===== src/rtl/pls_pkg.sv =====
package pls_pkg;
    localparam int TBL_W  = 16;
    localparam int SEL_W  = 4;
    localparam int CMD_W  = 5;
    localparam int PAT_W  = TBL_W + 2 * CMD_W;

    typedef enum logic [2:0] {
        OP_NOP  = 3'd0,
        OP_INC  = 3'd1,
        OP_DEC  = 3'd2,
        OP_SHL  = 3'd3,
        OP_SHR  = 3'd4,
        OP_LD0  = 3'd5,
        OP_LD1  = 3'd6,
        OP_LDM1 = 3'd7
    } op_e;

    typedef struct packed {
        logic sig;
        logic req;
        op_e  op;
    } cmd_t;

    typedef enum logic [1:0] {
        SEL_MODE = 2'd0,
        SEL_PAT0 = 2'd1,
        SEL_PAT1 = 2'd2,
        SEL_NONE = 2'd3
    } csel_e;

    typedef enum logic [1:0] {
        SRC_PIN   = 2'd0,
        SRC_STATE = 2'd1,
        SRC_ACC   = 2'd2,
        SRC_ACC_B = 2'd3
    } asrc_e;
endpackage


===== src/rtl/pls_sync.sv =====
module pls_sync #(
    parameter int STAGES = 2
) (
    input  logic clk,
    input  logic rst_n,
    input  logic d,
    output logic q
);
    logic [STAGES-1:0] chain_q;
    logic [STAGES-1:0] chain_d;

    always_comb begin
        chain_d = {chain_q[STAGES-2:0], d};
    end

    always_ff @(posedge clk or negedge rst_n) begin
        if (!rst_n) chain_q <= '0;
        else        chain_q <= chain_d;
    end

    assign q = chain_q[STAGES-1];
endmodule


===== src/rtl/pls_alu.sv =====
module pls_alu
    import pls_pkg::*;
#(
    parameter int W = 32
) (
    input  op_e          op,
    input  logic [W-1:0] a,
    output logic [W-1:0] y
);
    localparam logic [W-1:0] ONE = {{(W-1){1'b0}}, 1'b1};

    always_comb begin
        unique case (op)
            OP_NOP:  y = a;
            OP_INC:  y = a + ONE;
            OP_DEC:  y = a - ONE;
            OP_SHL:  y = {a[W-2:0], 1'b0};
            OP_SHR:  y = {1'b0, a[W-1:1]};
            OP_LD0:  y = '0;
            OP_LD1:  y = ONE;
            OP_LDM1: y = '1;
            default: y = a;
        endcase
    end
endmodule


===== src/rtl/pls_decode.sv =====
module pls_decode
    import pls_pkg::*;
(
    input  logic [PAT_W-1:0] pat,
    input  logic [SEL_W-1:0] idx,
    output cmd_t             cmd
);
    logic [TBL_W-1:0] tbl;
    logic             hit;
    cmd_t             cmd_lo;
    cmd_t             cmd_hi;

    always_comb begin
        tbl    = pat[TBL_W-1:0];
        hit    = tbl[idx];
        cmd_lo = cmd_t'(pat[TBL_W +: CMD_W]);
        cmd_hi = cmd_t'(pat[TBL_W + CMD_W +: CMD_W]);
        cmd    = hit ? cmd_hi : cmd_lo;
    end
endmodule


===== src/rtl/lut_pin_seq.sv =====
module lut_pin_seq
    import pls_pkg::*;
#(
    parameter int ACC_W       = 32,
    parameter int CNT_W       = 5,
    parameter int SYNC_STAGES = 2
) (
    input  logic             clk,
    input  logic             rst_n,
    input  logic             cfg_we,
    input  logic [1:0]       cfg_sel,
    input  logic [PAT_W-1:0] cfg_wdata,
    input  logic             in_a,
    input  logic             in_b,
    output logic             pin_o,
    output logic [ACC_W-1:0] snap_o
);
    localparam int IDX_W    = $clog2(ACC_W);
    localparam int M_TWO    = 0;
    localparam int M_CNT_LO = 1;
    localparam int M_SRC_LO = M_CNT_LO + CNT_W;
    localparam int M_IDX_LO = M_SRC_LO + 2;
    localparam int M_OEN    = M_IDX_LO + IDX_W;
    localparam int MODE_W   = M_OEN + 1;
    localparam logic [CNT_W-1:0] CNT_ONE = {{(CNT_W-1){1'b0}}, 1'b1};

    typedef struct packed {
        logic [MODE_W-1:0] mode;
        logic [PAT_W-1:0]  pat0;
        logic [PAT_W-1:0]  pat1;
        logic              a_prev;
        logic              a_cur;
        logic              b_prev;
        logic              b_cur;
        logic [ACC_W-1:0]  acc;
        logic [ACC_W-1:0]  snap;
        logic              state;
        logic [CNT_W-1:0]  cnt;
    } regs_t;

    regs_t r_q, r_d;

    logic [1:0]       pin_raw;
    logic [1:0]       pin_sync;
    logic             two_pat;
    logic [CNT_W-1:0] count_m1;
    asrc_e            a_src;
    logic [IDX_W-1:0] fb_idx;
    logic             out_en;
    logic             a_src_val;
    logic [PAT_W-1:0] pat_act;
    logic [SEL_W-1:0] tbl_idx;
    cmd_t             cur_cmd;
    logic [ACC_W-1:0] alu_y;
    logic             wr_hit;

    assign pin_raw = {in_b, in_a};

    for (genvar g = 0; g < 2; g++) begin : g_sync
        pls_sync #(.STAGES(SYNC_STAGES)) u_sync (
            .clk  (clk),
            .rst_n(rst_n),
            .d    (pin_raw[g]),
            .q    (pin_sync[g])
        );
    end

    always_comb begin
        two_pat  = r_q.mode[M_TWO];
        count_m1 = r_q.mode[M_CNT_LO +: CNT_W];
        a_src    = asrc_e'(r_q.mode[M_SRC_LO +: 2]);
        fb_idx   = r_q.mode[M_IDX_LO +: IDX_W];
        out_en   = r_q.mode[M_OEN];
        case (a_src)
            SRC_PIN:   a_src_val = pin_sync[0];
            SRC_STATE: a_src_val = r_q.state;
            default:   a_src_val = r_q.acc[fb_idx];
        endcase
        pat_act = (two_pat && r_q.state) ? r_q.pat1 : r_q.pat0;
        tbl_idx = {r_q.b_prev, r_q.b_cur, r_q.a_prev, r_q.a_cur};
        wr_hit  = cfg_we && (csel_e'(cfg_sel) != SEL_NONE);
    end

    pls_decode u_decode (
        .pat(pat_act),
        .idx(tbl_idx),
        .cmd(cur_cmd)
    );

    pls_alu #(.W(ACC_W)) u_alu (
        .op(cur_cmd.op),
        .a (r_q.acc),
        .y (alu_y)
    );

    always_comb begin
        r_d        = r_q;
        r_d.a_prev = r_q.a_cur;
        r_d.a_cur  = a_src_val;
        r_d.b_prev = r_q.b_cur;
        r_d.b_cur  = pin_sync[1];
        if (wr_hit) begin
            unique case (csel_e'(cfg_sel))
                SEL_MODE: r_d.mode = cfg_wdata[MODE_W-1:0];
                SEL_PAT0: r_d.pat0 = cfg_wdata;
                SEL_PAT1: r_d.pat1 = cfg_wdata;
                default:  r_d.mode = r_q.mode;
            endcase
            r_d.acc   = '0;
            r_d.state = 1'b0;
            r_d.cnt   = r_d.mode[M_CNT_LO +: CNT_W];
        end else begin
            r_d.acc = alu_y;
            if (cur_cmd.req) begin
                if (r_q.cnt == '0) begin
                    r_d.state = ~r_q.state;
                    r_d.cnt   = count_m1;
                end else begin
                    r_d.cnt = r_q.cnt - CNT_ONE;
                end
            end
            if (cur_cmd.sig) r_d.snap = alu_y;
        end
    end

    always_ff @(posedge clk or negedge rst_n) begin
        if (!rst_n) r_q <= '0;
        else        r_q <= r_d;
    end

    assign pin_o  = out_en & r_q.state;
    assign snap_o = r_q.snap;
endmodule


===== config.mk =====
export PLATFORM = sky130hd
export DESIGN_NAME = lut_pin_seq
export DESIGN_NICKNAME = d
export VERILOG_FILES = /design/src/rtl/pls_pkg.sv /design/src/rtl/pls_sync.sv /design/src/rtl/pls_alu.sv /design/src/rtl/pls_decode.sv /design/src/rtl/lut_pin_seq.sv
export SDC_FILE = /design/constraint.sdc
export NUM_CORES = 1
export LEC_CHECK = 0
export ABC_CLOCK_PERIOD_IN_PS = 18300
export BUFFER_PORTS_ARGS = -buffer_cell sky130_fd_sc_hd__clkbuf_2
export CELL_PAD_IN_SITES_DETAIL_PLACEMENT = 1
export CELL_PAD_IN_SITES_GLOBAL_PLACEMENT = 1
export CORE_ASPECT_RATIO = 0.6
export CORE_MARGIN = 2
export CORE_UTILIZATION = 40
export CTS_BUF_LIST = sky130_fd_sc_hd__clkbuf_16
export DETAILED_ROUTE_END_ITERATION = 8
export GPL_TIMING_DRIVEN = 0
export PLACE_DENSITY_LB_ADDON = 0.1
export SLEW_MARGIN = 0
export SYNTH_ARGS = -nofsm -noshare
export SYNTH_HDL_FRONTEND = slang
export SYNTH_HIERARCHICAL = 1
export SYNTH_SLANG_ARGS = --single-unit

===== constraint.sdc =====
create_clock -name clk -period 18.3 [get_ports clk]
set_clock_uncertainty 0.2 [all_clocks]
set_input_delay 0.915 -clock clk [delete_from_list [all_inputs] [get_ports clk]]
set_output_delay 0.915 -clock clk [all_outputs]
set_load 0.01 [all_outputs]

# After elaboration in Yosys (flattened, before gate mapping)
# Cells that the tools add are included.
# op_classes
eq_ne	11
bitwise	3
magnitude_cmp	2
reduce_logical	13
add_sub_neg	3
n_shift	0
n_mux	14
n_div	0
multipliers	0
# ops
operator	n
$pmux 32 s8	1
$add 32x1->32 const B	1
$mux 32	1
$sub 32x1->32 const B	1
$mux 26	1
$mux 6	3
$eq 3x3->1 const B	4
$mux 5	2
$reduce_and 2->1	5
$eq 3x2->1 const B	2
$lt 5x6->1 const B	1
$bmux 1 s5	1
$logic_not 5->1	1
$lt 4x5->1 const B	1
$sub 5x1->5 const B	1
$bmux 1 s4	1
$eq 2x1->1 const B	2
$logic_not 2->1	2
$reduce_bool 2->1	2
$eq 3x1->1 const B	1
$logic_not 3->1	1
$mux 1	3
$eq 2x2->1 const B	1
$logic_and 1x1->1	2
other kinds (4)	5
# word_totals
ramBits	0
memories	0
mem_bits_ro	0
inputBits	33
regBits	144
out_inout_bits	33
latchBits	0
elab_cells	60

# Longest topological paths before layout
# Gate-level depths: netlist of run 1.
# logic_depth
word_depth	8
ltp_mapped	25
depth_no_buf	18

# Cells and area by module
# Netlist of run 1, hierarchy kept.
# modules_own_cells
module	n_inst	cells_per_inst	area_each_um2	seq_area_each_um2
lut_pin_seq	1	440	6276.0	3503.4
pls_alu	1	494	2897.8	0.0
pls_decode	1	38	336.6	0.0
pls_sync	2	2	50.0	50.0

# Worst setup path before layout of run 1
# OpenSTA, ideal clock, no wires.
# synth_path
kind	reg2reg
from	register r_q[5] (netlist bit)
to	register r_q (netlist bit snap_o[30])
path_stages_with_launch	26
slack_ps	12116
arrival_time_ps	5859
n_path_buf	7
required_time_ps	17975
period_less_slack_ps	6184
setup_time_ps	125
cell_sequence	dfrtp_1 -> nand2_1 -> buf_2 -> mux2_2 -> mux4_2 -> mux2i_4 -> mux2i_1 -> o211ai_1 -> buf_6 -> or3b_1 -> buf_6 -> buf_2 -> buf_1 -> clkbuf_1 -> xnor2_1 -> ha_1 -> buf_1 -> and4_1 -> a211oi_1 -> a22oi_2 -> a2111oi_2 -> nor2_1 -> a221oi_1 -> xor2_1 -> o21ai_1 -> mux2_4
# synth_lines
item	line_no	rtl
start: declaration	lut_pin_seq.sv:41	regs_t r_q, r_d;
start signal: assignment	lut_pin_seq.sv:128	else r_q <= r_d;

==> results of run 1 <==
-- cell families after synthesis --
family,after synthesis
adder cells (fa/ha/maj),6
buffers and inverters,117
multiplexers,158
AND/OR/NAND/NOR,305
flip-flops,144
XOR/XNOR,33
AO/OA/AOI/OAI,213
-- how the worst max path moves through the flow --
stage / start / to / slack (ps) / depth (start not counted)
floorplan: r_q[5] / snap_o[30] / 12120 / 25
global placement: r_q[5] / snap_o[30] / 10110 / 25
detailed placement: r_q[5] / snap_o[30] / 10080 / 25
CTS: r_q[5] / snap_o[30] / 9960 / 25
global route: r_q[5] / snap_o[28] / 9460 / 25
finish: r_q[5] / snap_o[30] / 9700 / 25
-- worst max-delay path, cell delays in order, from the launching register on --
cell                        delay, ps
sky130_fd_sc_hd__dfrtp_1          490
sky130_fd_sc_hd__nand2_1          410
sky130_fd_sc_hd__buf_2            360
sky130_fd_sc_hd__mux2_2           390
sky130_fd_sc_hd__mux4_2           530
sky130_fd_sc_hd__mux2i_4          350
sky130_fd_sc_hd__mux2i_1          230
sky130_fd_sc_hd__o211ai_1         100
sky130_fd_sc_hd__buf_2            180
sky130_fd_sc_hd__or3b_1           180
sky130_fd_sc_hd__buf_6            170
sky130_fd_sc_hd__buf_2            330
sky130_fd_sc_hd__buf_1            590
sky130_fd_sc_hd__clkbuf_1         680
sky130_fd_sc_hd__xnor2_1          150
sky130_fd_sc_hd__ha_1             210
sky130_fd_sc_hd__buf_1            200
sky130_fd_sc_hd__and4_1           310
sky130_fd_sc_hd__a211oi_1         350
sky130_fd_sc_hd__a22oi_2          270
sky130_fd_sc_hd__a2111oi_2        460
sky130_fd_sc_hd__nor2_1           140
sky130_fd_sc_hd__a221oi_1         580
sky130_fd_sc_hd__xor2_1           230
sky130_fd_sc_hd__o21ai_1          100
sky130_fd_sc_hd__mux2_4           280
-- flip-flops by register name, summed over array words and instances (netlist names) --
signal and flops:
r_d 2, fb_idx 5, snap_o 32, out_en 1
count_m1 5, g_sync.u_sync/chain_q 4, a_src 2, r_q 93
-- power groups by stage --
stage               combinational, mW  clock [mW]  sequential [mW]
global route                     1.36       0.405            0.503
finish                           1.26       0.383            0.490
detailed placement               1.22           0            0.493
global placement                 1.21           0            0.491
CTS                              1.23       0.392            0.489
floorplan                       0.871           0            0.465
-- final cells by class --
type / count / area (um2) / area share
timing repair buffer: 66 / 362 / 0.0329
sequential: 144 / 3600 / 0.328
inverter: 10 / 37.5 / 0.00342
clock buffer: 17 / 425 / 0.0387
multi-input combinational: 715 / 5330 / 0.485
buffer: 107 / 638 / 0.0581
clock inverter: 13 / 196 / 0.0179
tap: 315 / 394 / 0.0359
-- synthesized netlist by cell type, types with 16 or more instances --
library cell               instances  area, um2
sky130_fd_sc_hd__a21oi_1          57        285
sky130_fd_sc_hd__buf_4            33        248
sky130_fd_sc_hd__clkbuf_1         43        161
sky130_fd_sc_hd__dfrtp_1         144       3600
sky130_fd_sc_hd__mux2_2           84        946
sky130_fd_sc_hd__mux2_4           40        601
sky130_fd_sc_hd__mux2i_1          30        300
sky130_fd_sc_hd__nand2_1          54        203
sky130_fd_sc_hd__nand3_1          18       90.1
sky130_fd_sc_hd__nor2_1           79        297
sky130_fd_sc_hd__nor2b_1          52        325
sky130_fd_sc_hd__o21ai_0          41        205
sky130_fd_sc_hd__o22ai_1          18        113
sky130_fd_sc_hd__xnor2_1          16        140
sky130_fd_sc_hd__xor2_1           17        149
-- metal layers --
layer,track usage,vias to the layer above,wire length (um)
li1,-,3674,-
met1,0.433,4115,17200
met2,0.348,265,12200
met3,0.0795,29,2810
met4,0.0620,2,388
met5,0.0159,-,49
-- metrics by stage --
step                cells  hold slack [ps]
global placement     1356              132
finish               1387              148
global route         1387              163
floorplan             976              131
detailed placement   1357              142
CTS                  1387              152
==> impl_summary.md, run 1 <==
Placement
The port buffer count is 65. The HPWL reported at the end of detailed placement is 24,200 um. The routability congestion estimate from global placement is 0.924. Before CTS, the worst setup slack after placement is 10,080 ps. The cell area after placement is 10,400 um2.

STA
The transition time at the pin with the least slew margin is 873 ps. Based on the critical path, the design can be clocked at up to 116 MHz. The number of hold-slack violations in the final timing report came to 0. Setup violations remaining at the end of the flow were counted as 0.

Dividing the final minimum period by the clock period gives 0.470. The minimum setup slack in the final design is 9700 ps. Setup total negative slack on the finished layout was measured at 0 ps. The final-report max-slew violation count is 0.

The final critical path time including I/O delays and setup is 8600 ps. Setup repair after global routing left no endpoint under its margin. The worst slew margin relative to its limit is 0.413.

Synthesis
For this run, asynchronously set or reset flops after synthesis account for 1.00. The post-synthesis register bit count is 144. After technology mapping, the gate count stands at 976. The simple-gate share of the synthesized area is 0.167. The compound-gate portion of the synthesized area is 0.148.

The mapped netlist covers 9610 um2. The number of nets produced by synthesis is 1,014. The count of cell types in the netlist is 82. For this run, the register share of the synthesized area comes to 0.375.

For this run, the leading register cell type out of synthesis is sky130_fd_sc_hd__dfrtp_1. The count of flip-flops with a built-in enable after synthesis is 0. The number of warnings issued by yosys is 6.

Of the total synthesized cell area, the portion taken by XOR and XNOR cells is 0.0301. The portion of synthesized area spent on multiplexers is 0.202. The average instance area after synthesis is 9.85 um2. The dominant combinational cell family by area after synthesis is multiplexers. Of the total synthesized cell area, the portion taken by full adders, half adders and majority gates is 0.00755.

CTS
The number of hold buffers added after cts is 0. The H-tree depth is 4. The clock latency of the later-clocked register in the worst-skew pair is 450 ps. Clock-pin slew was measured on the worst setup and hold paths at 60 ps. The number of sinks driven by the clock tree is 144.

The number of buffers inserted by post-CTS setup repair is 0. The root buffer cell chosen for the clock tree is sky130_fd_sc_hd__clkbuf_16. The clock tree buffer depth is 2. Gates resized during post-CTS repair numbered 0. Clock tree synthesis inserted a total of 17 buffers. The TritonCTS clock tree is done.

Min path
The class of the worst hold path is reg -> reg. The hold path startpoint is g_sync[0].u_sync/chain_q[0]. The path with the worst hold slack has its endpoint at g_sync[0].u_sync/chain_q[1].

The worst hold path cell count is 0.

Global route
The total congestion overflow after global routing is 0. The via count of the first global-routing pass came to 8,082. The maximum number of pins on one net before global-route repair is 108. The number of antenna violations at the first check in global routing is 1. The total global-route track usage is 0.272. The wire length of the first global-routing pass is 50,600 um.

Setup path
For flop-to-flop paths, the worst setup slack is 9700 ps. The startpoint-to-endpoint class of the critical path is reg -> reg. The endpoint identified for the worst register-to-register timing path is snap_o[30]. Of all nets on the critical path, the largest fanout is 10.

The worst register-to-register path has a depth of 25. STA puts the critical path data arrival time at 8730 ps. STA classifies the critical path startpoint as a flop. The endpoint class of the critical path is a flop. The reg-to-reg startpoint is r_q[5]. The critical path data required time is 18,430 ps.

Detailed routing
The post-detailed-route wirelength per cell is 23.6 um. The first detailed-routing pass took 6 iterations. Summed over all layers, the routed wires come to 32,700 um. The DRC violation count after routing is 0. Dividing the detail-routed via count by the number of cells gives 5.83. The detailed router finished its first iteration with 794 violations.

The post-detailed-route count of antenna-violating nets is 0. For this block, the via count after detailed routing is 8,085.

Pwr
Cell internal power was estimated by the tool at 1.16 mW. For this design the ratio of total power to cell area is 194 nW/um2. The proportion of total power due to net switching is 0.455. The share of total power dissipated in sequential elements is 0.230. The worst supply voltage drop on vdd is 0.000104 V.

The power share of the combinational group is 0.591. The total power of the final layout is 2.13 mW. The share of total power in the clock network is 0.179. The switching power is 971 uW. For this design the static power due to leakage is 4.84 nW.

Cells and area
The final core utilization is 0.471. The area growth from synthesis to layout is 14.3%. The number of inserted diodes is 0. The area of all placed cells without fillers is 11,000 um2.

After filler insertion, the fill cell instance count of the layout stands at 2,666. Leaving out fill and tap cells, the most frequent cell in the layout is sky130_fd_sc_hd__dfrtp_1. In the layout the commonest cells are sky130_fd_sc_hd__dfrtp_1, sky130_fd_sc_hd__mux2_2, sky130_fd_sc_hd__nor2_1. The number of nets in the finished design is 1,099. The share of post-route cells with drive strength above 1 is 0.281.

Floorplan
The initial cell density of the core is 0.412. After floorplanning, the core was divided into 43 placement rows. The floorplan step set the die width to 204 um. The boundary pin count is 66. The die is 124 um tall.

The die covers 25,300 um2. The placeable core region is 23,300 um2.

Status
The run finished with clean final reports.

Flow run
Across the run, the number of max-cap violations was 0.
Note: power is estimated with default switching activity, not from simulation.
==> inputs of run 2 (changes only) <==
ABC_AREA = 1   (was not set)
ABC_CLOCK_PERIOD_IN_PS = 6900   (was 18300)
clock period = 6.9 ns   (was 18.3 ns; I/O delays follow)
==> run 2 against run 1 <==
  * Area after synthesis grew 0.61%
  * Synthesized cell count grew 43%
  * Via count grew 22%
  * Sequential share of layout area shrank 0.42 points
  * Die area grew 0.59%
==> impl_summary.md, run 2 <==
Status
The flow ran to the end, and the final reports show no timing, DRC or antenna violations.

Global route
The number of antenna violations at the first check in global routing was 0 (-1). The total global-route track usage was 0.293 (+0.0202). The maximum number of pins on one net before global-route repair is 93 (-14%). The total congestion overflow after global routing was 0 (unchanged). The via count of the first global-routing pass is 9,749 (+21%). The wire length of the first global-routing pass came to 56,900 um (+12%).

CTS
The cell at the root of the clock tree is sky130_fd_sc_hd__clkbuf_16. The post-cts resize count came to 0 (unchanged). The clock tree buffer depth is 2 (unchanged). The TritonCTS clock tree is done. The clock transition at the registers of the reported paths is 60 ps (about the same). The number of buffers inserted by post-CTS setup repair is 0 (unchanged). The number of sinks driven by the clock tree is 144 (unchanged). The clock latency of the later-clocked register in the worst-skew pair is 430 ps (-20 ps). The total CTS buffers is 17 (unchanged). The H-tree depth is 4 (unchanged).

Placement
The cell area after placement is 10,400 um2 (+0.65%). The routability congestion estimate from global placement is 0.902 (-2.4%). The HPWL reported at the end of detailed placement is 28,200 um (+17%).

The number of instances in the placed design is 1,782 (+31%). The port buffer count was 65 (unchanged).

Pwr
The power density over the cells is 401 nW/um2 (+110%). The switching power is 2.10 mW (+120%). The share of total power in the clock network is 0.198 (+0.019).

The internal cell power came to 2.36 mW (+100%). The worst supply voltage drop on vdd came to 0.000185 V (+78%). The fraction of power consumed by sequential logic was 0.292 (+0.062).

The power share of the combinational group was 0.510 (-0.081). The cell leakage power is 5.69 nW (+18%). The proportion of total power due to net switching was 0.471 (+0.0155).

Synthesis
The number of warnings issued by yosys is 6 (unchanged). The most area-hungry cell type in the Yosys netlist is sky130_fd_sc_hd__dfrtp_1. The most used flip-flop cell after synthesis is sky130_fd_sc_hd__dfrtp_1. The compound-gate portion of the synthesized area was 0.154 (+0.00557).

Sorting the synthesized cells by how often they occur yields sky130_fd_sc_hd__nand2_1, sky130_fd_sc_hd__inv_1, sky130_fd_sc_hd__o21ai_0. By instance count, the leading cell after synthesis is sky130_fd_sc_hd__nand2_1. The dominant combinational cell family by area after synthesis is simple AND/OR/NAND/NOR gates.

The post-synthesis instance area is 9670 um2 (+0.61%). The post-synthesis register bit count is 144 (unchanged). The post-synthesis share of cell area spent on full adders, half adders and majority gates is 0.00647 (-0.00108). The number of nets produced by synthesis was 1,432 (+41%).

The count of flip-flops with a built-in enable after synthesis is 0 (unchanged). The count of mapped cells out of synthesis is 1,394 (+43%). The simple-gate share of the synthesized area came to 0.284 (+0.117).

The count of cell types in the netlist is 46 (-44%). The register area share after synthesis is 0.373 (-0.00228). The average instance area after synthesis is 6.94 um2 (-30%). The share of the synthesized netlist area taken by xor and xnor gates is 0.0168 (-0.0133). In the post-synthesis netlist, the biggest area contributors are sky130_fd_sc_hd__dfrtp_1, sky130_fd_sc_hd__nand2_1, sky130_fd_sc_hd__o21ai_0, sky130_fd_sc_hd__inv_1, sky130_fd_sc_hd__nand3_1. The mux cell area share after synthesis is 0.0303 (-0.171).

The share of the synthesized area in the top cell type came to 0.373 (-0.00228). The async set-or-reset flop fraction in the synthesized netlist is 1.00 (unchanged).

Cells and area
The flip-flop count of the largest register after layout is 93 (unchanged). The final cell count without fillers is 1,828 (+32%). The commonest non-fill, non-tap cell in the layout is sky130_fd_sc_hd__nand2_1. The area of all placed cells without fillers was 11,100 um2 (+1.3%). The share of post-route cells with drive strength above 1 was 0.144 (-0.137).

The number of inserted diodes came to 0 (unchanged). In the layout the commonest cells are sky130_fd_sc_hd__nand2_1, sky130_fd_sc_hd__inv_1, sky130_fd_sc_hd__o21ai_0. The number of nets in the finished design is 1,531 (+39%). The register with the most flip-flops is r_q.

The final core utilization was 0.465 (-0.00585). The area growth from synthesis to layout is 15.1%.

Setup path
The combined buffer and inverter count along the critical path is 7 (unchanged). The critical path goes through nand2_1 -> buf_2 -> mux2_2 -> inv_1 -> nand2_1 -> nand3_1 -> nand3_2 -> nand3_4 -> nand2_4 -> nand2_1 -> nand2_1 -> nor2_1 -> inv_1 -> nor2_1 -> inv_1 -> clkbuf_1 -> o211ai_1 -> inv_1 -> a21oi_1 -> inv_1 -> o21ai_0. STA classifies the critical path startpoint as a flop. Tracing the worst setup path back leads to its startpoint at r_q[5]. The depth of the critical timing path with buffers and inverters included was 21 (-16%). In this run the critical register-to-register path is launched from r_q[5].

On the critical path the largest part of the delay comes from simple AND/OR/NAND/NOR gates. The count of cells along the worst register-to-register path came to 21 (-16%). For this design, the slowest cell found on the critical path is sky130_fd_sc_hd__nor2_1.

The critical path data required time is 7040 ps (-11,390 ps). The startpoint-to-endpoint class of the critical path is reg -> reg. The endpoint class of the critical path is a flop. Counting stages on the worst path, the most repeated cell is sky130_fd_sc_hd__inv_1. The critical path arrival came to 5510 ps (-3220 ps). The largest fanout on the critical path is 10 (unchanged). The largest stage delay on the critical path is 610 ps (-70 ps).

Detailed routing
The total number of vias came to 9,830 (+22%). The number of iterations in the first detailed-routing pass is 5 (-1). The DRC violation count after routing came to 0 (unchanged). The post-detailed-route count of antenna-violating nets is 0 (unchanged). The detailed-route vias per instance is 5.38 (-7.7%). The total detailed-routing wirelength is 36,200 um (+11%). The number of DRC violations after detailed-routing iteration 0 is 792 (-0.25%). The post-detailed-route wirelength per cell is 19.8 um (-16%).

STA
The number of setup violations in the final report is 0 (unchanged). The final-report max-slew violation count is 0 (unchanged). The worst slew margin relative to its limit is 0.455 (+0.0417). The share of the clock period used by the worst path after layout came to 0.779 (+0.309). The sum of negative setup slack was 0 ps (unchanged).

The final critical path time including I/O delays and setup was 5370 ps (-3230 ps). Setup repair after global routing left no endpoint under its margin. The transition time at the pin with the least slew margin is 815 ps (-57.5 ps). The peak clock frequency supported by timing is 186 MHz (+60%). The number of hold-slack violations in the final timing report came to 0 (unchanged).

Floorplan
The die extent in x is 205 um (+0.30%). The initial cell density of the core came to 0.404 (-0.00782). The count of standard-cell rows is 44 (+2.3%).

The die boundary height is 124 um (+0.29%). The placeable core region is 23,900 um2 (+2.6%). The area enclosed by the die boundary is 25,500 um2 (+0.59%). The boundary pin count is 66 (unchanged).

Min path
The worst hold path cell count is 3 (+3). The tightest min-delay check is of the in -> reg type. The hold path startpoint is cfg_wdata[10].

Flow run
The number of max-cap violations came to 0 (unchanged).
==> run 2: worst paths after layout <==
check                                               to  slack, ps
hold reg to reg            g_sync[0].u_sync/chain_q[1]        150
setup / recovery                            snap_o[21]       1530
hold / removal                               fb_idx[2]         20
min in group asynchronous                       r_q[3]        260
setup reg to reg                            snap_o[21]       1530
max in group asynchronous                   snap_o[10]       5430
==> run 2: layout make-up <==
type                            instances  area (um2)
Timing Repair Buffer                   80         502
Tap cell                              322         403
Fill cell                            3119       12800
Clock inverter                         15         130
Sequential cell                       144        3600
Buffer                                 88         544
Multi-Input combinational cell        960        4750
Clock buffer                           17         425
Inverter                              202         768
==> run 2: per-layer routing <==
| metal | share of wire | GRT usage | vias to the layer above |
|---|---|---|---|
| met4 | 0.0055 | 0.0392 | 0 |
| met1 | 0.52 | 0.476 | 4894 |
| li1 | - | - | 4639 |
| met2 | 0.40 | 0.395 | 277 |
| met3 | 0.074 | 0.0620 | 20 |
| met5 | 0 | 0 | - |
==> run 2: logic make-up (layout without fill, tap and decap cells) <==
group,Yosys count,count (layout)
simple gates,655,655
buf+inv,290,402
compound gates,258,258
flops,144,144
mux,26,26
xor+xnor,16,16
fa+ha+maj,5,5
==> run 2: tightest hold or removal path: cells and delay by family <==
kind	cells	cell delay (ps)
buf+inv	2	170
compound gates	1	90
==> run 2: per-stage QoR <==
step | hold slack (ps) | worst slack (ps) | power [mW]
after floorplan | -151 | 3030 | 2.76
after global placement | 133 | 1940 | 3.47
after detailed placement | 136 | 1830 | 3.54
after global routing | 47.9 | 1340 | 4.81
after CTS | 10.8 | 1800 | 4.45
final | 21.5 | 1530 | 4.47
==> run 2: power groups by stage <==
stage	Clock [mW]	Combinational, mW	Sequential (mW)
2_1_floorplan	0	1.54	1.22
3_3_place_gp	0	2.16	1.31
3_5_place_dp	0	2.23	1.31
4_1_cts	0.895	2.25	1.30
5_1_grt	0.937	2.53	1.34
6_report	0.883	2.28	1.31
==> run 2: what timing repair did <==
item | in CTS | in global routing
endpoints found under the setup margin | 0 | 0
hold buffers | 14 | 0
hold endpoints to repair | 73 | 0
